**config.mk**
```make
export PLATFORM = sky130hd
export DESIGN_NAME = pattern_lock_fsm
export DESIGN_NICKNAME = d
export VERILOG_FILES = /design/src/rtl/pattern_lock_pkg.sv /design/src/rtl/pattern_lock_next.sv /design/src/rtl/pattern_lock_out.sv /design/src/rtl/pattern_lock_fsm.sv
export SDC_FILE = /design/constraint.sdc
export NUM_CORES = 1
export LEC_CHECK = 0
export BUFFER_PORTS_ARGS = -buffer_cell sky130_fd_sc_hd__clkbuf_2
export CAP_MARGIN = 10
export CORE_AREA = 4 4 41 43
export DETAILED_ROUTE_END_ITERATION = 8
export DIE_AREA = 0 0 45 47
export PLACE_DENSITY = 0.31
export SLEW_MARGIN = 40
export SYNTH_ARGS = -nofsm -noshare
export SYNTH_HDL_FRONTEND = slang
export SYNTH_SLANG_ARGS = --single-unit
```
**constraint.sdc**
```tcl
create_clock -name clk -period 3.15 [get_ports clk]
set_input_delay 0.4725 -clock clk [delete_from_list [all_inputs] [get_ports clk]]
set_output_delay 0.4725 -clock clk [all_outputs]
set_load 0.005 [all_outputs]
```
**src/rtl/pattern_lock_pkg.sv**
```systemverilog
package pattern_lock_pkg;

    localparam int STATE_W = 3;

    typedef enum logic [STATE_W-1:0] {
        ST_IDLE   = 3'd0,
        ST_SAW0   = 3'd1,
        ST_SAW01  = 3'd2,
        ST_LOCK_A = 3'd3,
        ST_LOCK_B = 3'd4,
        ST_LOCK_C = 3'd5
    } lock_state_t;

    function automatic logic is_locked(input lock_state_t s);
        return (s == ST_LOCK_A) || (s == ST_LOCK_B) || (s == ST_LOCK_C);
    endfunction

endpackage

```
**src/rtl/pattern_lock_next.sv**
```systemverilog
module pattern_lock_next
    import pattern_lock_pkg::*;
(
    input  lock_state_t cur_s,
    input  logic        bit_i,
    output lock_state_t nxt_s
);

    always_comb begin
        nxt_s = ST_IDLE;
        unique case (cur_s)
            ST_IDLE:   nxt_s = bit_i ? ST_IDLE   : ST_SAW0;
            ST_SAW0:   nxt_s = bit_i ? ST_SAW01  : ST_SAW0;
            ST_SAW01:  nxt_s = bit_i ? ST_IDLE   : ST_LOCK_A;
            ST_LOCK_A: nxt_s = bit_i ? ST_SAW01  : ST_LOCK_B;
            ST_LOCK_B: nxt_s = bit_i ? ST_LOCK_C : ST_SAW0;
            ST_LOCK_C: nxt_s = bit_i ? ST_IDLE   : ST_LOCK_A;
            default:   nxt_s = ST_IDLE;
        endcase
    end

endmodule

```
**src/rtl/pattern_lock_out.sv**
```systemverilog
module pattern_lock_out
    import pattern_lock_pkg::*;
(
    input  logic        clk,
    input  logic        rst,
    input  logic        valid_i,
    input  lock_state_t cur_s,
    input  logic        bit_i,
    output logic        flag_o
);

    logic mealy_flag;
    logic held_q;

    always_comb begin
        mealy_flag = 1'b0;
        unique case (cur_s)
            ST_IDLE:   mealy_flag = 1'b0;
            ST_SAW0:   mealy_flag = 1'b0;
            ST_SAW01:  mealy_flag = ~bit_i;
            ST_LOCK_A: mealy_flag = ~bit_i;
            ST_LOCK_B: mealy_flag = bit_i;
            ST_LOCK_C: mealy_flag = ~bit_i;
            default:   mealy_flag = 1'b0;
        endcase
    end

    always_ff @(posedge clk) begin
        if (rst) begin
            held_q <= 1'b0;
        end else if (valid_i) begin
            held_q <= mealy_flag;
        end
    end

    assign flag_o = valid_i ? mealy_flag : held_q;

    AST_LOCK_B_CONTINUES: assert property (@(posedge clk) disable iff (rst)
        (valid_i && cur_s == ST_LOCK_B && bit_i) |-> flag_o);

    AST_IDLE_FLAG_LOW: assert property (@(posedge clk) disable iff (rst)
        (valid_i && (cur_s == ST_IDLE || cur_s == ST_SAW0)) |-> !flag_o);

endmodule

```
**src/rtl/pattern_lock_fsm.sv**
```systemverilog
module pattern_lock_fsm
    import pattern_lock_pkg::*;
(
    input  logic clk,
    input  logic rst,
    input  logic in_valid,
    input  logic in_bit,
    output logic lock_o
);

    lock_state_t state_q;
    lock_state_t state_d;

    pattern_lock_next u_next (
        .cur_s (state_q),
        .bit_i (in_bit),
        .nxt_s (state_d)
    );

    always_ff @(posedge clk) begin
        if (rst) begin
            state_q <= ST_IDLE;
        end else if (in_valid) begin
            state_q <= state_d;
        end
    end

    pattern_lock_out u_out (
        .clk     (clk),
        .rst     (rst),
        .valid_i (in_valid),
        .cur_s   (state_q),
        .bit_i   (in_bit),
        .flag_o  (lock_o)
    );

    AST_RESET_TO_IDLE: assert property (@(posedge clk)
        rst |=> (state_q == ST_IDLE));

    AST_FIRST_MATCH: assert property (@(posedge clk) disable iff (rst)
        (in_valid && state_q == ST_SAW01 && !in_bit) |-> (lock_o && state_d == ST_LOCK_A));

    AST_DROP_LEAVES_LOCK: assert property (@(posedge clk) disable iff (rst)
        (in_valid && is_locked(state_q) && !lock_o) |=> !is_locked(state_q));

    AST_REUSE_TAIL_01: assert property (@(posedge clk) disable iff (rst)
        (in_valid && state_q == ST_LOCK_A && in_bit) |=> (state_q == ST_SAW01));

    AST_IDLE_HOLDS_STATE: assert property (@(posedge clk) disable iff (rst)
        !in_valid |=> $stable(state_q));

    AST_FLAG_MEANS_LOCK: assert property (@(posedge clk) disable iff (rst)
        (in_valid && lock_o) |-> is_locked(state_d));

endmodule

```
==> insert_results.sql <==
INSERT INTO impl_metrics (metric_group, metric, value, unit) VALUES
('clock_tree', 'tritoncts', 'yes', ''),
('clock_tree', 'clock_tree.root_cell', 'sky130_fd_sc_hd__clkbuf_4', ''),
('synthesis', 'fraction_of_post_synthesis_cell_area_in_the_top_cell_type_by_area', '0.3351', ''),
('worst_setup_path', 'timing.critical_path.required', '2.68', 'ns'),
('global_route', 'grt_usage', '0.05766', ''),
('die', 'die_w', '45', 'um'),
('worst_setup_path', 'timing.critical_path.fanout_max', '8', ''),
('place', 'place.port_buffers', '4', ''),
('timing', 'timing_worst_slew_pin_value', '0.3409', 'ns'),
('synthesis', 'yosysWarningCount', '0', ''),
('synthesis', 'synthesis.nets', '34', ''),
('place', 'dp_slack', '1.308', 'ns'),
('synthesis', 'synth_area_per_cell', '7.966', 'um2'),
('die', 'std_cell_rows', '13', ''),
('worst_setup_path', 'critical_path.reg2reg.startpoint', 'state_q[0]', ''),
('layout', 'layout_area_overhead', '16.23', '%'),
('synthesis', 'ys_ff_latch', '4', ''),
('place', 'hpwlAfterDp', '383.3', 'um'),
('power', 'internal_power', '0.0001027', 'W'),
('die', 'die_area', '2115', 'um2'),
('global_route', 'first_pass_grt_wire_length', '765', 'um'),
('routing', 'routed-via-count', '230', ''),
('worst_setup_path', 'setup.worst_path.end_class', 'output port', ''),
('power', 'seqPwrFrac', '0.416', ''),
('timing', 'clock-skew-final', '0.007731', 'ns'),
('timing', 'report.final.setup_viol', '0', ''),
('timing', 'final.period_utilization', '0.5785', ''),
('die', 'num_io_pins', '5', ''),
('worst_setup_path', 'ff2ff_path_depth', '3', ''),
('layout', 'n_fill_cell', '158', ''),
('routing', 'remaining_drcs', '0', ''),
('global_route', 'grt-ovfl-total', '0', ''),
('global_route', 'grt_pass1_vias', '186', ''),
('timing', 'grt_setup_unrepaired', 'no', ''),
('power', 'vdd_ir_drop_max', '128.7', 'uV'),
('synthesis', 'post_synth_inst_count', '30', ''),
('timing', 'min_period', '1.822', 'ns'),
('layout', 'most_common_cell_after_layout_fill_and_taps_aside', 'sky130_fd_sc_hd__nor2_1', ''),
('die', 'initial_core_util', '0.1837', ''),
('die', 'placeableCoreArea', '1301', 'um2'),
('synthesis', 'seq_total_area_yosys', '0.3351', ''),
('clock_tree', 'postCtsHoldBufs', '0', ''),
('power', 'total_leakage_power', '0.1049', 'nW'),
('routing', 'per_cell_via_count_in_the_routed_design', '4.600', ''),
('timing', 'final_hold_violating_endpoints', '0', ''),
('clock_tree', 'cts.htree.levels', '1', ''),
('routing', 'detail_route.wl_per_cell', '9.820', 'um'),
('outcome', 'outcome', 'complete, no violations', ''),
('layout', 'most_used_cells_in_the_layout_excluding_fill_and_tap_cells', 'sky130_fd_sc_hd__nor2_1 (5), sky130_fd_sc_hd__clkbuf_2 (4), sky130_fd_sc_hd__dfxtp_1 (4)', ''),
('synthesis', 'syn_area', '239.0', 'um2'),
('worst_setup_path', 'category_of_the_most_critical_setup_path', 'in -> out', ''),
('global_route', 'grt_max_degree', '9', ''),
('worst_setup_path', 'worstReg2RegEnd', 'u_out.held_q', ''),
('place', 'gpl.final_weighted_congestion', '0.6476', ''),
('power', 'swShare', '0.2373', ''),
('timing', 'slew_violations', '0', ''),
('power', 'pwr-share-comb', '0.110', ''),
('timing', 'timing.slew.headroom', '0.7712', ''),
('layout', 'n_antenna_cell', '0', ''),
('layout', 'seqCellArea', '80.08', 'um2'),
('worst_setup_path', 'arrival', '1.35', 'ns'),
('clock_tree', 'cts_post_setup_buffers_inserted', '0', ''),
('hold_path', 'hold_start', 'rst', ''),
('clock_tree', 'clock_sinks', '4', ''),
('hold_path', 'timing.hold.worst_endpoint', 'state_q[1]', ''),
('worst_setup_path', 'reg2reg_slack', '2.02', 'ns'),
('die', 'dieHeight', '47', 'um'),
('timing', 'setup_tns_final', '0', 'ns'),
('timing', 'final_critical_path_setup_slack', '1.328', 'ns'),
('layout', 'multiInputGateArea', '128.9', 'um2'),
('clock_tree', 'clk_transition_reported_paths', '0.04', 'ns');
-- metal layers --
metal	GRT usage	share of wire	vias up
li1	-	-	115
met1	0.05000	0.41	106
met2	0.08475	0.51	7
met3	0.03448	0.035	2
met4	0.07018	0.045	0
met5	0	0	-
-- critical path, stage by stage --
cell and delay [ns]:
sky130_fd_sc_hd__clkbuf_2 0.14, sky130_fd_sc_hd__xor2_1 0.16, sky130_fd_sc_hd__a311oi_1 0.37, sky130_fd_sc_hd__nor2_1 0.09, sky130_fd_sc_hd__clkbuf_2 0.12
-- cells in the mapped netlist --
| master | instances |
|---|---|
| sky130_fd_sc_hd__dfxtp_1 | 4 |
| sky130_fd_sc_hd__inv_1 | 2 |
| sky130_fd_sc_hd__o21ai_1 | 1 |
| sky130_fd_sc_hd__o211ai_1 | 1 |
| sky130_fd_sc_hd__nor2_1 | 5 |
| sky130_fd_sc_hd__xor2_1 | 1 |
| sky130_fd_sc_hd__o31a_1 | 1 |
| sky130_fd_sc_hd__nand4_1 | 1 |
| sky130_fd_sc_hd__o21ai_0 | 1 |
| sky130_fd_sc_hd__nor3b_1 | 3 |
| sky130_fd_sc_hd__nor2b_1 | 1 |
| sky130_fd_sc_hd__nand2b_1 | 1 |
| sky130_fd_sc_hd__a311oi_1 | 1 |
| sky130_fd_sc_hd__nor3_1 | 2 |
| sky130_fd_sc_hd__a21oi_1 | 3 |
| sky130_fd_sc_hd__buf_6 | 2 |
-- state kept, by name (all words and copies together) (netlist names) --
signal	count
u_out.held_q	1
state_q	3
-- through the flow --
| stage | utilization | hold WS [ns] | total power (W) | instances | instance area, um2 |
|---|---|---|---|---|---|
| 3_5_place_dp | 0.1962 | 0.5132 | 0.00007179 | 47 | 255.2 |
| 6_report | 0.2135 | 0.4378 | 0.0001346 | 50 | 277.8 |
| 5_1_grt | 0.2135 | 0.4514 | 0.0001411 | 50 | 277.8 |
| 2_1_floorplan | - | 0.4710 | 0.00006929 | 30 | 239.0 |
| 3_3_place_gp | 0.1962 | 0.4991 | 0.00007198 | 47 | 255.2 |
| 4_1_cts | 0.2135 | 0.4305 | 0.0001381 | 50 | 277.8 |
-- how the worst max path moves through the flow --
stage | from | end | slack, ns | depth (start not counted)
2_1_floorplan | in_bit | lock_o | 1.57 | 4
3_3_place_gp | in_bit | lock_o | 1.32 | 5
3_5_place_dp | in_bit | lock_o | 1.31 | 5
4_1_cts | state_q[0] | lock_o | 1.30 | 4
5_1_grt | state_q[0] | lock_o | 1.21 | 4
6_report | in_bit | lock_o | 1.33 | 5
-- logic make-up (layout without fill, tap and decap cells) --
| family | Yosys count | count (layout) | share of synthesized area |
|---|---|---|---|
| buffers and inverters | 4 | 9 | 0.1257 |
| xor gates and xnor gates | 1 | 1 | 0.03666 |
| DFF | 4 | 4 | 0.3351 |
| AOI/OAI and AO/OA | 8 | 8 | 0.2094 |
| and+or+nand+nor | 13 | 13 | 0.2932 |
-- area by class of cell --
| cell class | count | area share |
|---|---|---|
| sequential | 4 | 0.2883 |
| timing repair buffer | 4 | 0.07207 |
| inverter | 2 | 0.02703 |
| clock buffer | 3 | 0.08108 |
| tap | 15 | 0.06757 |
| multi-input combinational | 22 | 0.4640 |
-- power by group through the flow --
stage / sequential (W) / combinational [W] / clock, W
6_report: 0.0000560 / 0.0000148 / 0.0000638
5_1_grt: 0.0000563 / 0.0000169 / 0.0000678
4_1_cts: 0.0000560 / 0.0000151 / 0.0000671
3_5_place_dp: 0.0000568 / 0.0000150 / 0
3_3_place_gp: 0.0000568 / 0.0000152 / 0
2_1_floorplan: 0.0000549 / 0.0000144 / 0
No activity file was read; power rests on OpenSTA's default activity.
